File: src/rtl/ddr2_chk_pkg.sv
package ddr2_chk_pkg;

  typedef enum logic [2:0] {
    CMD_NOP = 3'd0,
    CMD_ACT = 3'd1,
    CMD_RD  = 3'd2,
    CMD_WR  = 3'd3,
    CMD_PRE = 3'd4,
    CMD_REF = 3'd5,
    CMD_MRS = 3'd6
  } bus_cmd_e;

  localparam int NUM_RULES    = 5;
  localparam int RULE_ACT_OPEN = 0;
  localparam int RULE_ACC_IDLE = 1;
  localparam int RULE_WR2RD    = 2;
  localparam int RULE_FOUR_ACT = 3;
  localparam int RULE_REF_OPEN = 4;

endpackage

File: src/rtl/ddr2_bank_tracker.sv
module ddr2_bank_tracker
  import ddr2_chk_pkg::*;
#(
  parameter int NUM_BANKS = 8,
  localparam int BA_W = $clog2(NUM_BANKS)
) (
  input  logic                 clk,
  input  logic                 rst_n,
  input  bus_cmd_e             cmd,
  input  logic [BA_W-1:0]      ba,
  input  logic                 addr10,
  output logic [NUM_BANKS-1:0] bank_open,
  output logic                 err_act_open,
  output logic                 err_acc_idle,
  output logic                 err_ref_open
);

  logic hit_open;

  assign hit_open     = bank_open[ba];
  assign err_act_open = (cmd == CMD_ACT) && hit_open;
  assign err_acc_idle = ((cmd == CMD_RD) || (cmd == CMD_WR)) && !hit_open;
  assign err_ref_open = (cmd == CMD_REF) && (|bank_open);

  for (genvar b = 0; b < NUM_BANKS; b++) begin : g_bank
    always_ff @(posedge clk or negedge rst_n) begin
      if (!rst_n) begin
        bank_open[b] <= 1'b0;
      end else if ((cmd == CMD_ACT) && (ba == BA_W'(b))) begin
        bank_open[b] <= 1'b1;
      end else if ((cmd == CMD_PRE) && (addr10 || (ba == BA_W'(b)))) begin
        bank_open[b] <= 1'b0;
      end
    end
  end

endmodule

File: config.mk
export PLATFORM = sky130hd
export DESIGN_NAME = ddr2_bank_tracker
export DESIGN_NICKNAME = d
export VERILOG_FILES = /design/src/rtl/ddr2_chk_pkg.sv /design/src/rtl/ddr2_bank_tracker.sv
export SDC_FILE = /design/constraint.sdc
export NUM_CORES = 1
export LEC_CHECK = 0
export BUFFER_PORTS_ARGS = -buffer_cell sky130_fd_sc_hd__clkbuf_2
export CAP_MARGIN = 10
export CORE_AREA = 4 4 41 43
export DETAILED_ROUTE_END_ITERATION = 8
export DIE_AREA = 0 0 45 47
export PLACE_DENSITY = 0.74
export SLEW_MARGIN = 0
export SYNTH_ARGS = -nofsm -noshare
export SYNTH_HDL_FRONTEND = slang
export SYNTH_SLANG_ARGS = --single-unit
File: constraint.sdc
create_clock -name clk -period 1.27 [get_ports clk]
set_clock_uncertainty 0.1 [all_clocks]
set_input_delay 0.1905 -clock clk [delete_from_list [all_inputs] [get_ports clk]]
set_output_delay 0.1905 -clock clk [all_outputs]
set_load 0.03 [all_outputs]
==> results of run 1 <==
-- through the flow --
stage               instance area (µm²)  setup TNS (ps)  util [%]  cells
floorplan                           587            -302         -     62
global placement                    797            -542      61.3    109
detailed placement                  797            -554      61.3    109
CTS                                 877           -1260      67.4    113
global route                        898           -1450      69.0    113
finish                              898           -1250      69.0    113
-- per-layer routing --
layer / wire [µm] / track usage [%] / vias up
li1: - / - / 313
met1: 696 / 21.2 / 280
met2: 798 / 26.6 / 25
met3: 93 / 3.45 / 5
met4: 48 / 12.3 / 0
met5: 0 / 0 / -
-- report_power, final --
| part | switching (mW) | total (mW) | internal, mW |
|---|---|---|---|
| clock network | 0.0919 | 0.200 | 0.108 |
| logic | 0.229 | 0.446 | 0.217 |
| registers | 0.0285 | 0.326 | 0.297 |
| total | 0.350 | 0.972 | 0.623 |
-- placed cells by master, fill, tap and decap left out, types with 4 or more instances in the layout --
cell and n:
buf_4 15, o21ai_0 11, clkbuf_2 9, dfrtp_2 8
nor2_1 5, mux2i_1 4, clkbuf_4 4, buf_8 4
-- cells by family (layout without fill, tap and decap cells) --
logic type      count (synthesis)  count (layout)
simple gates                   22              22
flops                           8               8
buf+inv                         4              40
compound gates                 24              24
mux                             4               4
-- worst max-delay path: cells and delay by family, from the launching register on --
family,cells,cell delay [ps]
flip-flops,1,420
AND/OR/NAND/NOR,1,30
multiplexers,2,230
AO/OA/AOI/OAI,1,180
buffers and inverters,2,310
-- what timing repair did --
| item | CTS | global route |
|---|---|---|
| gates resized for setup | 12 | 15 |
| endpoints found under the setup margin | 6 | 10 |
| hold endpoints to repair | 8 | 0 |
| buffers inserted | 0 | 1 |
| hold buffers | 1 | 0 |
-- path summary, 6_finish.rpt --
| kind | from | to | slack, ps | depth (start not counted) |
|---|---|---|---|---|
| setup / recovery | bank_open[1] | err_act_open | -450 | 6 |
| hold / removal | rst_n | bank_open[3] | 220 | 2 |
| setup reg to reg | bank_open[1] | bank_open[1] | 290 | 2 |
| hold reg to reg | bank_open[5] | bank_open[5] | 480 | 2 |
| max in group asynchronous | rst_n | bank_open[6] | 640 | 2 |
| min in group clk | cmd[0] | bank_open[4] | 250 | 3 |
-- cell type report --
cell class,count,area [µm²],area share (%)
clock buffers,3,22.5,2.51
inverters,1,3.75,0.418
multi-input cells,50,350,39.0
flip-flops and latches,8,210,23.4
well taps,15,18.8,2.09
repair buffers,36,293,32.6
==> results, run 1 <==
- The run finished, with violations left.
- The final reports fail on setup timing.
- The iteration-0 DRC count of the detailed router is 6.
- The number of antenna diodes in the final layout is 0.
- The worst-case IR drop observed on VDD is 683 µV.
- The die covers 2120 µm².
- The synthesized netlist net count is 71.
- The synthesized netlist devotes 0% of its cell area to XOR and XNOR gates.
- Walking the worst path, the cells encountered are mux2i_1 -> mux2i_1 -> o22ai_2 -> buf_4 -> nor3_4 -> clkbuf_8.
- Summing every instance area after synthesis gives 554 µm².
- Entering global routing, the biggest net connects 11 pins.
- The slowest stage of the critical path belongs to the cell dfrtp_2.
- The critical path in this run is classified as reg -> out.
- The initial antenna violation count was 0.
- For this design the ratio of total power to cell area is 1080 nW/µm².
- The shortest clock period the worst path allows after layout is 1720 ps.
- The largest incremental delay on the critical path is 420 ps.
- Synthesis inferred 8 register bits.
- The number of global-route vias before repair is 547.
- Max-cap violations in this run came to 0.
- Summed over all instances, the cell type with the most area after synthesis is dfrtp_1.
- The number of synthesized flops with an enable pin is 0.
- The layout has 117 filler cells.
- In this run the core area contains 13 standard-cell rows.
- The largest register by flop count is bank_open.
- In this run the number of H-tree levels came out at 1.
- TritonCTS built the clock tree.
- The most common cell in the netlist is o21ai_0.
- The first global-routing pass estimated 2.48 mm of wire.
- The flip-flop count of the largest register after layout is 8.
- The normalized max-slew margin is 79.5%.
- The number of distinct library cell variants in the gate-level netlist after synthesis is 26.
- The detailed router placed 623 vias in this run.
- The critical path startpoint category is a flop.
- The synthesized design devotes to its leading area cell type 36.1% of total area.
- The all-layer global routing usage is 17.1%.
- The minimum setup slack in the final design is -447 ps.
- Of all flip-flops after synthesis, the portion carrying an async set or reset was 100%.
- Once the floorplan was initialized, standard cells occupied 42.6% of the core.
- Detailed placement ended at an HPWL of 1.19 mm.
- The placeable core area is 1300 µm².
- The worst hold margin is 215 ps.
- The final weighted congestion in routability-driven placement is 0.793.
- Setup repair after global routing could not meet its margin everywhere.
- The largest fanout of any net on the critical path is 3.
- The antenna violation net count after detailed routing is 0.
- The die is 45 µm wide.
- For the worst setup path, the data arrival time is 1430 ps.
- The dominant combinational cell family by area after synthesis is compound AO/OA/AOI/OAI gates.
- The clock latency on the worst-skew pair is 260 ps.
- In the synthesized netlist, the cells that appear most often are o21ai_0 (11), dfrtp_1 (8), nor2_1 (5).
- The number of optimization iterations in the first detailed-route pass is 4.
- After the last flow step, the layout net total stands at 109.
- Dividing the detail-routed wire length by the instance count gives 14.5 µm.
- The tree built by TritonCTS fans out to 8 sinks.
- For this run the aggregate overflow at the end of global routing stands at 0.
- The average instance area after synthesis is 8.94 µm².
- The count of pins over their slew limit came to 0.
- The most prevalent standard cell on the critical path is mux2i_1.
- The y dimension of the die is 47 µm.
- The buffer type at the clock tree root is clkbuf_4.
- The tightest min-delay check is of the in -> async type.
- The number of CTS-inserted buffers is 3.
- The I/O pin count is 20.
- By area the synthesized netlist is led by dfrtp_1 (36%), o21ai_0 (9.9%), mux2i_1 (7.2%).
- The required arrival time at the worst endpoint is 980 ps.
- The largest registers in the layout are bank_open: 8 flops.
- The fraction of layout instances using a drive strength above 1 is 54.1%.
- The setup-violating endpoint count in the final report is 3.
- Derived from the worst setup path, the maximum achievable clock frequency is 583 MHz.
- The simple-gate portion of the synthesized area is 23.5%.
- Timing analysis after detailed placement gives a worst setup slack of -237 ps.
- Summing internal, switching and leakage power gives 972 µW.
- Port buffering added 19 buffers.
- The sequential fraction of the synthesis area is 36.1%.
- In the routed layout, each cell is associated on average with a via count of 5.51.
- The gate count of the mapped netlist is 62.
- The analysis attributes to cell leakage a power of 0.413 nW.
- The wire length reported by the detailed router is 1.64 mm.
- The number of remaining DRC errors is 0.
- For the pin with the worst max-slew slack, the measured transition is 304 ps.
- Of the available clock period, the critical path in the final layout requires 135%.
- The maximum root-to-sink buffer count is 2.
- The most frequently used flop master after synthesis is dfrtp_1.
- The synthesized netlist devotes 0% of its cell area to adder and majority cells.
- Summing the areas of all compound-gate instances in the mapped netlist gives 28.2% of the synthesized area.
- Measured against the total synthesized area, the mux share comes to 7.22%.
- Clock-pin slew was measured on the worst setup and hold paths at 60 ps.
- The worst setup path is captured at an output port.
- The total of warnings raised by yosys is 0.
- The number of hold violations in the final report is 0.
- The area growth from synthesis to layout is 62.1%.
No activity file was read; power rests on OpenSTA's default activity.
==> inputs of run 2 (changes only) <==
ABC_AREA = 1   (was unset)
CORE_AREA = 2 2 39 41   (was 4 4 41 43)
DIE_AREA = 0 0 41 43   (was 0 0 45 47)
==> results, run 2 <==
- The post-synth design cell area is 552 µm² (-0.45%).
- The final cycle utilization of the critical path is 122% (-13 points).
- The commonest cells after synthesis are nand2_1 (29), inv_1 (13), a21oi_1 (8), dfrtp_1 (8), o22ai_1 (8).
- The total of warnings raised by yosys is 0 (unchanged).
- The maximum operating frequency is 646 MHz (+11%).
- The cell total after placement is 131 (+20%).
- The largest register by flop count is bank_open.
- The clock latency on the worst-skew pair was 250 ps (about the same).
- The number of global-route vias before repair came to 614 (+12%).
- The die area came to 1760 µm² (-17%).
- The minimum setup slack in the final design is -277 ps (+170 ps).
- The peak ir drop on the vdd network is 634 µV (-7.2%).
- The area of placed instances is 774 µm² (-2.8%).
- The largest fanout of any net on the critical path was 3 (unchanged).
- The total power consumption of the routed design came to 1.02 mW (+4.4%).
- In the layout the commonest cells are nand2_1 (27), clkbuf_2 (15), inv_1 (11), buf_4 (11).
- In the post-synthesis netlist, the biggest area contributors are dfrtp_1 (36%), nand2_1 (20%), o22ai_1 (9.1%).
- The mean number of vias per cell is 4.99 (-9.4%).
- From synthesis to final layout, the design area changed by 52.2%.
- The number of synthesized flops with an enable pin is 0 (unchanged).
- The HPWL after detailed placement is 1.20 mm (+1.5%).
- The required arrival time at the worst endpoint was 980 ps (about the same).
- The number of flip-flops and latches in the synthesized netlist was 8 (unchanged).
- The biggest area contributor in the post-synthesis netlist is dfrtp_1.
- The post-route standard cell area excluding fillers is 840 µm² (-6.5%).
- The initial antenna violation count is 0 (unchanged).
- The H-tree depth is 1 (unchanged).
- The number of remaining DRC errors is 0 (unchanged).
- The areal power density over the cells is 1210 nW/µm² (+12%).
- The setup-violating endpoint count in the final report is 3 (unchanged).
- The placeable core area is 1380 µm² (+6.3%).
- The number of non-filler instances in the completed layout is 135 (+19%).
- The arrival time of data at the critical path endpoint is 1260 ps (-170 ps).
- The largest registers in the layout are bank_open: 8 flops.
- The flow ran to the end, but the final reports show violations.
- The checks that failed: setup timing.
- The proportion of netlist area held by the largest area contributor is 36.3% (+0.16 points).
- The number of hold violations in the final report was 0 (unchanged).
- The critical path startpoint category is a flop.
- The I/O pin count is 20 (unchanged).
- The iteration-0 DRC count of the detailed router is 12 (+6).
- The number of nets at the end of the flow is 130 (+19%).
- The antenna violation net count after detailed routing is 0 (unchanged).
- The maximum root-to-sink buffer count is 2 (unchanged).
- The max-capacitance violation count is 0 (unchanged).
- The flip-flop count of the largest register after layout was 8 (unchanged).
- The final weighted congestion in routability-driven placement came to 0.825 (+4.1%).
- The number of standard-cell rows in the floorplan is 14 (+1).
- The average instance area after synthesis is 6.42 µm² (-28%).
- The category of the worst setup path capture point is an output port.
- The number of input and output port buffers inserted is 19 (unchanged).
- The all-layer global routing usage is 20.8% (+3.7 points).
- The total of fill cells in the finished design is 130 (+11%).
- The most common cell in the synthesized netlist is nand2_1.
- The starting density of the core is 39.9% (-2.7 points).
- The transition at the pin with the smallest max-transition slack is 278 ps (-26.6 ps).
- The number of optimization iterations in the first detailed-route pass is 4 (unchanged).
- The y dimension of the die came to 43 µm (-8.5%).
- TritonCTS built the clock tree.
- The wire length reported by the detailed router came to 1.51 mm (-8.0%).
- The sequential fraction of the synthesis area is 36.3% (+0.16 points).
- The synthesized netlist net count is 95 (+34%).
- The chip width is 41 µm (-8.9%).
- The leading cell type in the layout, fill and taps excluded is nand2_1.
- The share of the core filled with cells in the final layout was 60.7% (-8.4 points).
- Setup repair after global routing could not meet its margin everywhere.
- The post-detailed-route wirelength per cell is 11.1 µm (-23%).
- The tightest min-delay check is of the in -> reg type.
- The count of vias placed by the detailed router came to 674 (+8.2%).
- The most used flip-flop cell after synthesis is dfrtp_1.
- The fraction of layout instances using a drive strength above 1 is 44.5% (-9.5 points).
- The shortest clock period the worst path allows after layout came to 1550 ps (-170 ps).
- The maximum number of pins on one net before global-route repair was 9 (-2).
- The clock-pin slew of the registers on the worst-case setup and hold paths was 50 ps (about the same).
- The reported leakage power came to 0.439 nW (+6.3%).
- The number of distinct library cell variants in the gate-level netlist after synthesis was 14 (-46%).
- The clock sink count is 8 (unchanged).
- The fraction of synthesis flops using an asynchronous set or reset pin came to 100% (unchanged).
- The number of diodes added for antenna fixing was 0 (unchanged).
- The global-route congestion overflow total is 0 (unchanged).
- The normalized max-slew margin is 81.5% (+1.9 points).
- The number of CTS-inserted buffers is 3 (unchanged).
- The count of pins over their slew limit is 0 (unchanged).
- The wire length of the first global-routing pass is 2.39 mm (-3.4%).
- The root buffer cell chosen for the clock tree is clkbuf_4.
- The gate count of the mapped netlist came to 86 (+39%).
- The worst setup path is of the reg -> out kind.
- The worst hold margin was 213 ps (-2.06 ps).
-- run 2: cell count changes in the layout (fill, tap and decap cells not counted), moves of 5 or more --
| cell | before | now |
|---|---|---|
| inv_1 | 1 | 11 |
| a21oi_1 | 3 | 8 |
| nand3_1 | 0 | 6 |
| nand2_1 | 1 | 27 |
| o22ai_1 | 0 | 8 |
| o21ai_0 | 11 | 0 |
| clkbuf_2 | 9 | 15 |
-- run 2: worst paths after layout --
path,endpoint,cells past startpoint,startpoint,slack [ps]
worst max-delay path,err_acc_idle,8,bank_open[3],-280
worst min-delay path,bank_open[4],3,ba[2],210
worst max register to register,bank_open[3],3,bank_open[3],400
worst min register to register,bank_open[6],2,bank_open[6],490
max in group asynchronous,bank_open[6],2,rst_n,650
min in group asynchronous,bank_open[2],2,rst_n,220
-- run 2: power by group --
| part | internal, mW | switching, mW | leakage [nW] |
|---|---|---|---|
| clock | 0.108 | 0.0872 | 0.0138 |
| combinational | 0.183 | 0.283 | 0.333 |
| sequential | 0.312 | 0.0415 | 0.0922 |
| total | 0.603 | 0.412 | 0.439 |
-- run 2: worst max-delay path: stages, from the launching register on --
cell,delay (ps)
dfrtp_2,420
nand2_1,70
nand2_1,50
nand2_1,70
nand2_1,50
nand2_1,70
nand2_2,60
nor2_4,90
buf_8,130
-- run 2: cell type report --
| type | count | area [µm²] | area share [%] |
|---|---|---|---|
| inverters | 16 | 62.6 | 7.45 |
| clock buffers | 3 | 22.5 | 2.68 |
| repair buffers | 31 | 215 | 25.6 |
| multi-input cells | 61 | 309 | 36.8 |
| flip-flops and latches | 8 | 210 | 25.0 |
| well taps | 16 | 20.0 | 2.38 |
-- run 2: metrics by stage --
| step | worst slack, ps | TNS [ps] |
|---|---|---|
| floorplan | -21.2 | -21.2 |
| global placement | -59.7 | -162 |
| detailed placement | -61.4 | -157 |
| CTS | -295 | -830 |
| global route | -373 | -996 |
| finish | -277 | -780 |
-- run 2: timing repair --
item / CTS / global route
pin swaps: 3 / 1
buffers inserted: 0 / 0
endpoints found under the setup margin: 3 / 4
resized for setup: 9 / 3
hold endpoints to repair: 8 / 0
hold buffers: 1 / 0
-- run 2: cell families after synthesis --
group,count (synthesis),share of synthesized area (%)
compound gates,16,16.3
buf+inv,17,13.4
flops,8,36.3
simple gates,45,34.0
-- run 2: per-layer routing --
metal  track usage (%)  vias to the layer above  wire length, µm
met5                 0                        -                0
met4              12.0                        0               40
met3              4.71                        5               27
met2              33.1                        9              803
met1              24.0                      312              632
li1                  -                      348                -
==> inputs of run 3 (changes only) <==
SKIP_LAST_GASP = 1   (was unset)
==> results, run 3 (synthesis results as in run 2) <==
- The maximum number of pins on one net before global-route repair is 9 (unchanged).
- STA classifies the critical path endpoint as an output port.
- The transition at the pin with the smallest max-transition slack came to 277 ps (-0.530 ps).
- The number of standard-cell rows in the floorplan was 14 (unchanged).
- The arrival time of data at the critical path endpoint came to 1260 ps (about the same).
- The total of fill cells in the finished design is 130 (unchanged).
- The fraction of layout instances using a drive strength above 1 is 42.9% (-1.7 points).
- The antenna violation net count after detailed routing is 0 (unchanged).
- The number of hold violations in the final report is 0 (unchanged).
- The post-route standard cell area excluding fillers came to 840 µm² (unchanged).
- The worst setup path is launched from a flop.
- bank_open holds more flip-flops than any other register.
- The aggregate negative setup slack is -788 ps (-7.43 ps).
- The most prevalent standard cell on the critical path is nand2_1.
- The number of input and output port buffers inserted is 19 (unchanged).
- The normalized max-slew margin is 81.5% (about the same).
- The chip width is 41 µm (unchanged).
- The clock latency on the worst-skew pair is 250 ps (about the same).
- Leaving out fill and tap cells, the most frequent cells in the layout are nand2_1 (27), clkbuf_2 (15), inv_1 (13), buf_4 (11).
- The wire length reported by the detailed router is 1.51 mm (+0.53%).
- The buffer type at the clock tree root is clkbuf_4.
- The number of global-route vias before repair came to 614 (unchanged).
- The required arrival time at the worst endpoint came to 980 ps (about the same).
- The flip-flop count of the largest register after layout is 8 (unchanged).
- The relative contribution of combinational cells to total power is 46.0% (about the same).
- The I/O pin count is 20 (unchanged).
- The shortest clock period the worst path allows after layout is 1550 ps (+0.803 ps).
- The critical path goes through nand2_1 -> nand2_1 -> nand2_1 -> nand2_1 -> nand2_1 -> nand2_2 -> nor2_4 -> buf_8.
- The flow ran to the end, but the final reports show violations.
- The sum of buffers and inverters on the critical path is 1 (unchanged).
- The largest fanout of any net on the critical path is 3 (unchanged).
- The final reports fail on setup timing.
- The placeable core area was 1380 µm² (unchanged).
- The reported leakage power came to 0.440 nW (+0.18%).
- The wire length of the first global-routing pass came to 2.39 mm (unchanged).
- The total power consumption of the routed design was 1.01 mW (-0.20%).
- The total stage count of the critical path is 8 (unchanged).
- The y dimension of the die was 43 µm (unchanged).
- The minimum setup slack in the final design is -278 ps (-0.803 ps).
- The number of optimization iterations in the first detailed-route pass is 4 (unchanged).
- In the final layout, the registers with the most flip-flops are bank_open: 8 flops.
- The mean number of vias per cell is 5.05 (+1.2%).
- The starting density of the core is 39.9% (unchanged).
- The switching part of the total power is 40.5% (about the same).
- The area of placed instances was 774 µm² (unchanged).
- The cell depth of the worst hold path is 3 (unchanged).
- The number of nets at the end of the flow is 130 (unchanged).
- The H-tree depth is 1 (unchanged).
- The cell total after placement is 131 (unchanged).
- The length in cells of the worst reg-to-reg path is 3 (unchanged).
- The pre-CTS worst setup slack is -61.4 ps (unchanged).
- The critical path is of the reg -> out type.
- The maximum operating frequency is 646 MHz (about the same).
- The count of pins over their slew limit came to 0 (unchanged).
- TritonCTS built the clock tree.
- The critical path's slowest cell is dfrtp_2.
- Among cell families on the critical path, the largest total delay comes from simple AND/OR/NAND/NOR gates.
- The HPWL after detailed placement is 1.20 mm (unchanged).
- The tightest min-delay check is of the in -> reg type.
- The share of power burned in the clock network came to 19.3% (about the same).
- The peak ir drop on the vdd network came to 626 µV (-1.2%).
- The final weighted congestion in routability-driven placement is 0.825 (unchanged).
- The clock-pin slew of the registers on the worst-case setup and hold paths was 50 ps (about the same).
- The worst hold margin is 213 ps (-0.578 ps).
- The number of remaining DRC errors came to 0 (unchanged).
- The largest incremental delay on the critical path is 420 ps (about the same).
- The number of non-filler instances in the completed layout is 135 (unchanged).
- The number of CTS-inserted buffers was 3 (unchanged).
- The fraction of power consumed by sequential logic is 34.7% (about the same).
- The number of diodes added for antenna fixing is 0 (unchanged).
- The die area is 1760 µm² (unchanged).
- The share of the core filled with cells in the final layout is 60.7% (unchanged).
- Setup repair after global routing could not meet its margin everywhere.
- The cell-internal power is 602 µW (-0.14%).
- The area growth from synthesis to layout is 52.2% (unchanged).
- The all-layer global routing usage is 20.8% (unchanged).
- The maximum root-to-sink buffer count is 2 (unchanged).
- The setup-violating endpoint count in the final report is 3 (unchanged).
- The switching power is 411 µW (-0.30%).
- The post-detailed-route wirelength per cell came to 11.2 µm (+0.53%).
- The initial antenna violation count is 0 (unchanged).
- The final cycle utilization of the critical path is 122% (about the same).
- The iteration-0 DRC count of the detailed router is 12 (unchanged).
- The global-route congestion overflow total is 0 (unchanged).
- The count of vias placed by the detailed router is 682 (+1.2%).
- Leaving out fill and tap cells, the most frequent cell in the layout is nand2_1.
- The max-capacitance violation count is 0 (unchanged).
- The areal power density over the cells is 1210 nW/µm² (-0.20%).
- The clock sink count is 8 (unchanged).
-- run 3: final cells by class --
cell class,count,area (µm²),share of cell area [%]
Inverter,16,62.6,7.45
Tap cell,16,20.0,2.38
Clock buffer,3,22.5,2.68
Timing Repair Buffer,31,215,25.6
Multi-Input combinational cell,61,309,36.8
Sequential cell,8,210,25.0
-- run 3: routing by layer --
layer	track usage, %	part of all wire, %
met4	12.0	2.8
met2	33.1	53
met3	4.71	3.2
met1	24.0	41
met5	0	0
-- run 3: path summary, 6_finish.rpt --
check / slack (ps) / endpoint / from
worst max-delay path: -280 / err_acc_idle / bank_open[3]
worst min-delay path: 210 / bank_open[4] / ba[2]
worst max register to register: 400 / bank_open[3] / bank_open[3]
worst min register to register: 490 / bank_open[6] / bank_open[6]
max in group asynchronous: 650 / bank_open[6] / rst_n
min in group asynchronous: 220 / bank_open[2] / rst_n
-- run 3: worst register-to-register path: stages, from the launching register on --
cell and delay, ps:
dfrtp_2 420, inv_1 80, buf_4 100, o22ai_1 60
-- run 3: timing repair --
action / CTS / global route
hold endpoints to repair: 8 / 0
gates resized for setup: 8 / 2
setup buffers: 0 / 0
hold buffers: 1 / 0
pin swaps: 3 / 1
setup endpoints to repair: 3 / 4
-- run 3: power by group through the flow --
stage	Sequential [mW]	Clock [mW]	Combinational, mW
2_1_floorplan	0.448	0	0.176
3_3_place_gp	0.353	0	0.443
3_5_place_dp	0.355	0	0.446
4_1_cts	0.352	0.204	0.467
5_1_grt	0.358	0.221	0.505
6_report	0.352	0.196	0.466
